File: config.mk
export PLATFORM = sky130hd
export DESIGN_NAME = twsm_ctrl
export DESIGN_NICKNAME = d
export VERILOG_FILES = /design/src/rtl/twsm_pkg.sv /design/src/rtl/twsm_scl_sync.sv /design/src/rtl/twsm_mode_reg.sv /design/src/rtl/twsm_flag_bank.sv /design/src/rtl/twsm_ctrl.sv
export SDC_FILE = /design/constraint.sdc
export NUM_CORES = 1
export LEC_CHECK = 0
export ABC_AREA = 0
export BUFFER_PORTS_ARGS = -buffer_cell sky130_fd_sc_hd__buf_4
export CORE_AREA = 2 2 39 41
export CTS_CLUSTER_SIZE = 24
export DETAILED_ROUTE_END_ITERATION = 8
export DIE_AREA = 0 0 41 43
export GPL_TIMING_DRIVEN = 0
export PLACE_DENSITY = 0.69
export RECOVER_POWER = 25
export SLEW_MARGIN = 25
export SYNTH_ARGS = -nofsm -noshare
export SYNTH_HDL_FRONTEND = slang
export SYNTH_SLANG_ARGS = --single-unit
File: constraint.sdc
create_clock -name clk -period 1.2 [get_ports clk]
set_input_delay 0.06 -clock clk [delete_from_list [all_inputs] [get_ports clk]]
set_output_delay 0.06 -clock clk [all_outputs]
set_load 0.01 [all_outputs]
File: src/rtl/twsm_pkg.sv
package twsm_pkg;
  localparam int ADDR_W  = 2;
  localparam int DATA_W  = 4;
  localparam int N_FLAGS = 3;

  localparam logic [ADDR_W-1:0] A_CTRL   = 2'd0;
  localparam logic [ADDR_W-1:0] A_SWITCH = 2'd1;
  localparam logic [ADDR_W-1:0] A_FLAGS  = 2'd2;

  localparam int F_EMPTY = 0;
  localparam int F_IRQ   = 1;
  localparam int F_XFER  = 2;

  localparam int C_MASTER = 0;
  localparam int C_DIR    = 1;
  localparam int C_ACKCHK = 2;
  localparam int C_IRQEN  = 3;

  typedef struct packed {
    logic ctrl;
    logic sw;
    logic flags;
  } wr_sel_t;

  function automatic wr_sel_t decode_wr(input logic en, input logic [ADDR_W-1:0] a);
    wr_sel_t s;
    s.ctrl  = en && (a == A_CTRL);
    s.sw    = en && (a == A_SWITCH);
    s.flags = en && (a == A_FLAGS);
    return s;
  endfunction

  // Flags raised at byte end: interrupt always; the other two only when
  // the acknowledge check is off or the byte was acknowledged.
  function automatic logic [N_FLAGS-1:0] byte_set_mask(input logic chk, input logic nack);
    logic [N_FLAGS-1:0] m;
    logic accepted;
    accepted   = !(chk && nack);
    m          = '0;
    m[F_IRQ]   = 1'b1;
    m[F_EMPTY] = accepted;
    m[F_XFER]  = accepted;
    return m;
  endfunction
endpackage

File: src/rtl/twsm_scl_sync.sv
module twsm_scl_sync #(
  parameter int STAGES = 2
) (
  input  logic clk,
  input  logic rst_n,
  input  logic scl_raw,
  input  logic detect_en,
  output logic scl_fall
);
  logic [STAGES-1:0] chain;
  logic              scl_prev;

  genvar g;
  generate
    for (g = 0; g < STAGES; g++) begin : g_stage
      if (g == 0) begin : g_first
        always_ff @(posedge clk or negedge rst_n) begin
          if (!rst_n) chain[0] <= 1'b1;
          else        chain[0] <= scl_raw;
        end
      end else begin : g_next
        always_ff @(posedge clk or negedge rst_n) begin
          if (!rst_n) chain[g] <= 1'b1;
          else        chain[g] <= chain[g-1];
        end
      end
    end
  endgenerate

  always_ff @(posedge clk or negedge rst_n) begin
    if (!rst_n) scl_prev <= 1'b1;
    else        scl_prev <= chain[STAGES-1];
  end

  assign scl_fall = detect_en && scl_prev && !chain[STAGES-1];
endmodule

File: src/rtl/twsm_mode_reg.sv
module twsm_mode_reg
  import twsm_pkg::*;
(
  input  logic              clk,
  input  logic              rst_n,
  input  logic              wr_ctrl,
  input  logic              wr_sw,
  input  logic [DATA_W-1:0] wdata,
  input  logic              scl_fall,
  output logic              fmtless,
  output logic              master,
  output logic              dir,
  output logic              ack_chk,
  output logic              irq_en
);
  logic role_wr;
  assign role_wr = wr_ctrl && !fmtless;

  always_ff @(posedge clk or negedge rst_n) begin
    if (!rst_n)        fmtless <= 1'b0;
    else if (scl_fall) fmtless <= 1'b0;
    else if (wr_sw)    fmtless <= wdata[0];
  end

  always_ff @(posedge clk or negedge rst_n) begin
    if (!rst_n) begin
      master <= 1'b0;
      dir    <= 1'b0;
    end else if (scl_fall) begin
      master <= 1'b0;
      dir    <= 1'b0;
    end else if (role_wr) begin
      master <= wdata[C_MASTER];
      dir    <= wdata[C_DIR];
    end
  end

  always_ff @(posedge clk or negedge rst_n) begin
    if (!rst_n) begin
      ack_chk <= 1'b0;
      irq_en  <= 1'b0;
    end else if (wr_ctrl) begin
      ack_chk <= wdata[C_ACKCHK];
      irq_en  <= wdata[C_IRQEN];
    end
  end
endmodule

File: src/rtl/twsm_flag_bank.sv
module twsm_flag_bank
  import twsm_pkg::*;
(
  input  logic               clk,
  input  logic               rst_n,
  input  logic               byte_done,
  input  logic               ack_bit,
  input  logic               ack_chk,
  input  logic               eng_done,
  input  logic               wr_flags,
  input  logic [N_FLAGS-1:0] wdata,
  output logic [N_FLAGS-1:0] flags,
  output logic [N_FLAGS-1:0] hw_set
);
  assign hw_set = byte_done ? byte_set_mask(ack_chk, ack_bit) : '0;

  genvar i;
  generate
    for (i = 0; i < N_FLAGS; i++) begin : g_flag
      logic drop;
      assign drop = eng_done || (wr_flags && !wdata[i]);
      always_ff @(posedge clk or negedge rst_n) begin
        if (!rst_n)         flags[i] <= 1'b0;
        else if (hw_set[i]) flags[i] <= 1'b1;
        else if (drop)      flags[i] <= 1'b0;
      end
    end
  endgenerate
endmodule

File: src/rtl/twsm_ctrl.sv
module twsm_ctrl
  import twsm_pkg::*;
#(
  parameter int SYNC_STAGES = 2
) (
  input  logic              clk,
  input  logic              rst_n,
  input  logic              wr_en,
  input  logic [ADDR_W-1:0] wr_addr,
  input  logic [DATA_W-1:0] wr_data,
  input  logic              scl_in,
  input  logic              byte_done,
  input  logic              ack_bit,
  input  logic              eng_done,
  output logic              fmtless,
  output logic              master,
  output logic              dir,
  output logic              flag_empty,
  output logic              flag_irq,
  output logic              flag_xfer,
  output logic              xfer_trig,
  output logic              irq
);
  wr_sel_t            sel;
  logic               scl_fall;
  logic               ack_chk;
  logic               irq_en;
  logic [N_FLAGS-1:0] flags;
  logic [N_FLAGS-1:0] hw_set;

  assign sel = decode_wr(wr_en, wr_addr);

  twsm_scl_sync #(.STAGES(SYNC_STAGES)) u_sync (
    .clk(clk), .rst_n(rst_n), .scl_raw(scl_in),
    .detect_en(fmtless), .scl_fall(scl_fall)
  );

  twsm_mode_reg u_mode (
    .clk(clk), .rst_n(rst_n), .wr_ctrl(sel.ctrl), .wr_sw(sel.sw),
    .wdata(wr_data), .scl_fall(scl_fall), .fmtless(fmtless),
    .master(master), .dir(dir), .ack_chk(ack_chk), .irq_en(irq_en)
  );

  twsm_flag_bank u_flags (
    .clk(clk), .rst_n(rst_n), .byte_done(byte_done), .ack_bit(ack_bit),
    .ack_chk(ack_chk), .eng_done(eng_done), .wr_flags(sel.flags),
    .wdata(wr_data[N_FLAGS-1:0]), .flags(flags), .hw_set(hw_set)
  );

  assign flag_empty = flags[F_EMPTY];
  assign flag_irq   = flags[F_IRQ];
  assign flag_xfer  = flags[F_XFER];
  assign xfer_trig  = flag_xfer;
  assign irq        = flag_irq && irq_en && !xfer_trig;
endmodule

==> results of run 1 <==
## layer usage
layer,share of wire (%),wire [µm]
met4,2.1,19
met2,52,472
met5,0,0
met3,6.5,59
met1,39,354
## cell families (layout without fill, tap and decap cells)
group | after synthesis | count (layout)
compound gates | 5 | 5
buf+inv | 1 | 28
flops | 11 | 11
mux | 3 | 3
simple gates | 17 | 17
## worst min path at each step
stage / depth (start not counted) / end / slack [ps]
global route: 2 / u_mode.ack_chk / 40
CTS: 2 / u_mode.irq_en / 40
global placement: 1 / u_mode.fmtless / -100
floorplan: 0 / u_flags.flags[0] / -240
finish: 2 / u_mode.irq_en / 40
detailed placement: 1 / u_mode.fmtless / -100
## state kept, by name, indices dropped and copies added, names as in the netlist
register         flops
u_sync.chain         2
u_mode.fmtless       1
u_mode.ack_chk       1
u_mode.dir           1
u_mode.master        1
u_flags.flags        3
u_mode.irq_en        1
u_sync.scl_prev      1
## synth_stat cells (all sizes together)
master / n / share of area [%]
mux2: 2 / 4.8
nor3b: 1 / 2.7
nor4b: 1 / 5.1
mux2i: 1 / 2.1
dfrtp: 8 / 43
nand2: 5 / 4.0
nand2b: 1 / 1.3
nor2b: 3 / 4.0
o21ai: 3 / 3.2
buf: 1 / 1.6
and3b: 1 / 1.9
nor2: 3 / 2.4
dfstp: 3 / 17
a22o: 2 / 3.8
nand3b: 2 / 3.2
## metrics by stage
step / hold slack (ps) / setup WS (ps)
final: 38.5 / 77.3
after global routing: 37.4 / 8.14
after CTS: 36.2 / 58.4
after detailed placement: -101 / 69.0
after global placement: -103 / 119
after floorplan: -236 / 136
## layout make-up
type | count | area, µm²
Fill cell | 126 | 694
Sequential cell | 11 | 279
Multi-Input combinational cell | 25 | 180
Timing Repair Buffer | 23 | 176
Clock buffer | 4 | 26.3
Tap cell | 16 | 20.0
Buffer | 1 | 7.51
## where the power goes
group | leakage, nW | internal, W | switching [W]
logic | 0.189 | 0.000134 | 0.0000907
registers | 0.127 | 0.000428 | 0.0000352
clock network | 0.0150 | 0.000128 | 0.000113
## critical path: stages (launching register included)
cell	delay (ps)
dfrtp_1	430
nor4b_4	280
nor2_1	110
a22o_1	190
## repair_timing
item / CTS / global route
hold buffers: 3 / 0
gates resized for setup: 0 / 0
endpoints found under the hold margin: 13 / 0
==> results by group, run 1 <==
CTS
  • Clock Path Buffers: 2
  • CTS tree: built
  • Total CTS buffers: 3
  • Reg clk slew, reported paths: 70 ps
  • H-tree levels: 1
  • Post-CTS setup buffer count: 0
  • Sink Count: 11
  • Worst-skew pair later-pin latency: 260 ps
  • Clk root buf: clkbuf_4

Worst setup path
  • Worst Path Class, Setup: register to register
  • Reg2reg setup slack: about 77 ps
  • R2R depth: 3
  • Critical Path AT: 1270 ps
  • CP Max Fanout: 4
  • Type of origin of the critical path: register
  • Crit end category: register
  • CP Data Required Time: between 1000 and 1500 ps
  • Critical path launch point: u_mode.fmtless
  • Critical R2R Launch: u_mode.fmtless
  • Reg2reg end: u_mode.dir
  • Crit path to: u_mode.dir

Floorplan
  • I/O pins: 21
  • Die area: 1760 µm²
  • Die Y: 43 µm
  • Cell Rows: 14
  • DIE WIDTH: a little over 40 µm
  • Initial Util: 33.7%
  • Core Footprint: 1380 µm²

Synth
  • Synthesized area: 467 µm²
  • Synth Net Count: 50
  • Adder-cell share of the synthesized area: 0%
  • Yosys reg bits: 11
  • Mux contribution to synthesized area: 6.97%
  • Mapped Cells: 37
  • Post-Synth XOR/XNOR Area: 0%
  • Sequential share of the synthesized area: 59.8%
  • Main combinational cell family by area after synthesis: simple AND/OR/NAND/NOR gates
  • Synth Area in Compound Gates: 6.97%
  • Avg Cell Area, Syn: ~13 µm²
  • Simple-Gate Fraction of Synth Area: 24.7%
  • Netlist cell types: 15
  • Yosys warnings: 0

Detailed routing
  • # DRC: 0
  • Remaining antenna violation count: 0
  • First drt pass iteration count: 3
  • 1st-iter DRT viols: 1
  • Vias: 367
  • Via/cell ratio: 4.59
  • Drt wl/cell: 11.3 µm
  • Total Wirelength: 906 µm

Timing
  • Maximum clock rate: 0.891 GHz
  • Setup Total Neg Slack: 0 ps
  • Fin crit share: between 90% and 100%
  • Post-layout min period: between 1000 and 1500 ps
  • Skew final: roughly 0.55 ps
  • Fin. max-slew vios: 0
  • Final setup viols: 0
  • Final hold vios: 0
  • Slew HR: 62.0%
  • RSZ-0062 raised after global routing: false
  • Worst-Margin Slew: 571 ps

Pwr
  • Tot Pwr: about 0.00093 W
  • Static Leak: 0.331 nW
  • Pwr dens: between 1000 and 1500 nW/µm²
  • Peak VDD IR: 0.624 mV

Final layout
  • Leading cell type in the layout, fill and taps excluded: buf_4
  • Number of inserted diodes: 0
  • Fin util: 49.8%
  • Most frequent cells in the layout: buf_4, dfrtp_1, nand2_1
  • Fraction of layout cells with a size suffix above 1: 46.9%
  • Final instance area: 689 µm²
  • Total Nets Final: 78
  • Final non-filler cell total: 80
  • Area growth syn-to-layout: 47.7%

Min path
  • Hold Startpoint: wr_data[3]
  • HP Class: input port to register

GRT
  • Tot GR Track Use: approximately an eighth
  • Met3 usage: 1.57%
  • Met2 track demand over resource: about a fifth
  • Number of global-route vias before repair: between 300 and 400
  • Gr busiest metal: met2
  • Total grt overflow: 0
  • Global-route wire length before repair: 1.45 mm
  • Met1 Use GR: 12.8%
  • Pin count of the biggest net entering global routing: 12
  • Initial antenna violation count: 0

Place
  • Dpl cells: 73
  • # port buffers: 20
  • DP Area: 637 µm²
  • Placer Congestion: 0.625
  • HPWL after DPL: slightly above 700 µm

Run
  • Number of max-cap violations: 0

Run status
  • Status: complete, no violations
(Power assumes the default switching activity.)
==> inputs of run 2 (changes only) <==
--- a/config.mk
+++ b/config.mk
@@ -12,8 +12,10 @@
 export DETAILED_ROUTE_END_ITERATION = 8
 export DIE_AREA = 0 0 41 43
 export GPL_TIMING_DRIVEN = 0
+export HOLD_SLACK_MARGIN = 0.15
 export PLACE_DENSITY = 0.69
 export RECOVER_POWER = 25
+export SETUP_SLACK_MARGIN = 0.3
 export SLEW_MARGIN = 25
 export SYNTH_ARGS = -nofsm -noshare
 export SYNTH_HDL_FRONTEND = slang
==> results by group, run 2 (synthesis results as in run 1) <==
Detailed routing
  • Remaining antenna violation count: 0 (unchanged)
  • Total Wirelength: 1.03 mm (was 906 µm)
  • Via/cell ratio: 4.65 (was 4.59)
  • First drt pass iteration count: 1 (was 3)
  • 1st-iter DRT viols: 0 (was 1)
  • # DRC: 0 (unchanged)
  • Drt wl/cell: 11.6 µm (was 11.3 µm)
  • Vias: 409 (was 367)

Pwr
  • Net Switching: 0.000252 W (was 0.000239 W)
  • Static Leak: 0.369 nW (was 0.331 nW)
  • Sw Ratio: 25.7% (about the same)
  • Peak VDD IR: 0.513 mV (was 0.624 mV)
  • Clock power share: 24.5% (was 25.9%)
  • Pwr dens: 1250 nW/µm² (was 1350 nW/µm²)
  • Tot Pwr: 0.000978 W (was 0.000930 W)
  • Gate power share: 27.5% (was 24.2%)
  • Register share of total power: 47.9% (was 49.9%)
  • Internal power: 0.000726 W (was 0.000691 W)

Timing
  • Final hold vios: 0 (unchanged)
  • Setup Total Neg Slack: 0 ps (unchanged)
  • Fin. max-slew vios: 0 (unchanged)
  • Fin crit share: 90.1% (was 93.6%)
  • Maximum clock rate: 0.924 GHz (was 0.891 GHz)
  • Slew HR: 61.3% (was 62.0%)
  • Hold_ws: 202 ps (was 38.5 ps)
  • RSZ-0062 raised after global routing: true (was false)
  • Worst-Margin Slew: 580 ps (was 571 ps)
  • Final setup viols: 0 (unchanged)
  • Post-layout min period: 1080 ps (was 1120 ps)
  • Skew final: 0.130 ps (was 0.551 ps)

GRT
  • Global-route wire length before repair: 1.57 mm (was 1.45 mm)
  • Met1 Use GR: 12.2% (was 12.8%)
  • Total grt overflow: 0 (unchanged)
  • Tot GR Track Use: 13.7% (was 12.5%)
  • Initial antenna violation count: 0 (unchanged)
  • Gr busiest metal: met2 (unchanged)
  • Pin count of the biggest net entering global routing: 12 (unchanged)
  • Number of global-route vias before repair: 428 (was 374)
  • Met3 usage: 1.57% (unchanged)
  • Met2 track demand over resource: 24.1% (was 20.9%)

Worst setup path
  • Critical Path AT: 1230 ps (was 1270 ps)
  • Top Family by Delay on Critical Path: flip-flops (unchanged)
  • CP Data Required Time: 1350 ps (about the same)
  • Worst Path Class, Setup: register to register (unchanged)
  • CP Cell Sequence: nor4b_4, nor2_2, a22o_1 (was nor4b_4, nor2_1, a22o_1)
  • Crit end category: register (unchanged)
  • Delay of the slowest critical-path stage: 430 ps (about the same)
  • Slowest CP cell: dfrtp_2 (was dfrtp_1)
  • Buf/Inv on CP: 0 (unchanged)
  • CP Max Fanout: 3 (was 4)
  • Type of origin of the critical path: register (unchanged)

Final layout
  • Most frequent cells in the layout: buf_4, dlygate4sd3_1, dfrtp_1, nand2_1 (was buf_4, dfrtp_1, nand2_1)
  • Final non-filler cell total: 88 (was 80)
  • Leading cell type in the layout, fill and taps excluded: buf_4 (unchanged)
  • Largest Register: u_flags.flags (unchanged)
  • Final instance area: 782 µm² (was 689 µm²)
  • Fraction of layout cells with a size suffix above 1: 48.6% (was 46.9%)
  • Total Nets Final: 86 (was 78)
  • Max reg flops: 3 (unchanged)
  • Number of inserted diodes: 0 (unchanged)
  • Area growth syn-to-layout: 67.6% (was 47.7%)
  • Biggest regs: u_flags.flags (3), u_sync.chain (2) (unchanged)

Place
  • HPWL after DPL: 778 µm (was 724 µm)
  • Dpl cells: 73 (unchanged)
  • # port buffers: 20 (unchanged)
  • Placer Congestion: 0.623 (was 0.625)
  • DP Area: 638 µm² (was 637 µm²)

Run status
  • Status: complete, no violations (unchanged)

Min path
  • HP Class: input port to register (unchanged)

Run
  • Number of max-cap violations: 0 (unchanged)

CTS
  • H-tree levels: 1 (unchanged)
  • CTS tree: built (unchanged)
  • Reg clk slew, reported paths: 70 ps (about the same)
  • Clock Path Buffers: 2 (unchanged)
  • Worst-skew pair later-pin latency: 260 ps (about the same)
  • Clk root buf: clkbuf_4 (unchanged)
  • Total CTS buffers: 3 (unchanged)
  • Sink Count: 11 (unchanged)

Floorplan
  • DIE WIDTH: 41 µm (unchanged)
  • Die area: 1760 µm² (unchanged)
  • Cell Rows: 14 (unchanged)
  • I/O pins: 21 (unchanged)
  • Die Y: 43 µm (unchanged)
  • Core Footprint: 1380 µm² (unchanged)
  • Initial Util: 33.7% (unchanged)
run 2: tightest hold or removal path: cells and delay by family:
family	cells	cell delay, ps
and+or+nand+nor	2	170
buffers and inverters	1	120
AOI/OAI and AO/OA	1	80
run 2: layout make-up:
type                       count  area [µm²]
fill                         116         602
sequential                    11         280
timing repair buffer          31         259
multi-input combinational     25         185
clock buffer                   4        26.3
tap                           16        20.0
buffer                         1        11.3
run 2: path summary, 6_finish.rpt:
path                                      start               end  slack [ps]  depth (start not counted)
max in group asynchronous                 rst_n    u_mode.fmtless         480                          2
worst min-delay path                      wr_en  u_flags.flags[2]         200                          4
worst min register to register  u_sync.chain[0]   u_sync.chain[1]         360                          0
min in group asynchronous                 rst_n    u_mode.ack_chk         310                          2
worst max register to register   u_mode.fmtless        u_mode.dir         120                          3
worst max-delay path             u_mode.fmtless        u_mode.dir         120                          3
run 2: metal layers:
metal,wire length (µm),up-vias,part of all wire (%)
met4,19,0,1.9
met5,0,-,0
met1,378,194,37
met2,572,14,56
li1,-,199,-
met3,54,2,5.3
run 2: power by group through the flow:
stage	Sequential [W]	Clock (W)	Combinational (W)
2_1_floorplan	0.000486	0	0.0000794
3_3_place_gp	0.000472	0	0.000218
3_5_place_dp	0.000477	0	0.000222
4_1_cts	0.000469	0.000250	0.000268
5_1_grt	0.000477	0.000273	0.000299
6_report	0.000469	0.000240	0.000269
run 2: stage by stage:
step | util [%] | setup slack (ps)
CTS | 56.1 | 82.5
floorplan | - | 147
finish | 56.5 | 118
global placement | 46.1 | 119
detailed placement | 46.1 | 89.8
global route | 56.5 | 58.4
run 2: repair_timing:
item / in CTS / in global routing
pin swaps: 2 / 4
endpoints found under the hold margin: 20 / 0
endpoints found under the setup margin: 5 / 8
buffers inserted: 2 / 0
gates resized for setup: 2 / 3
hold buffers: 9 / 0
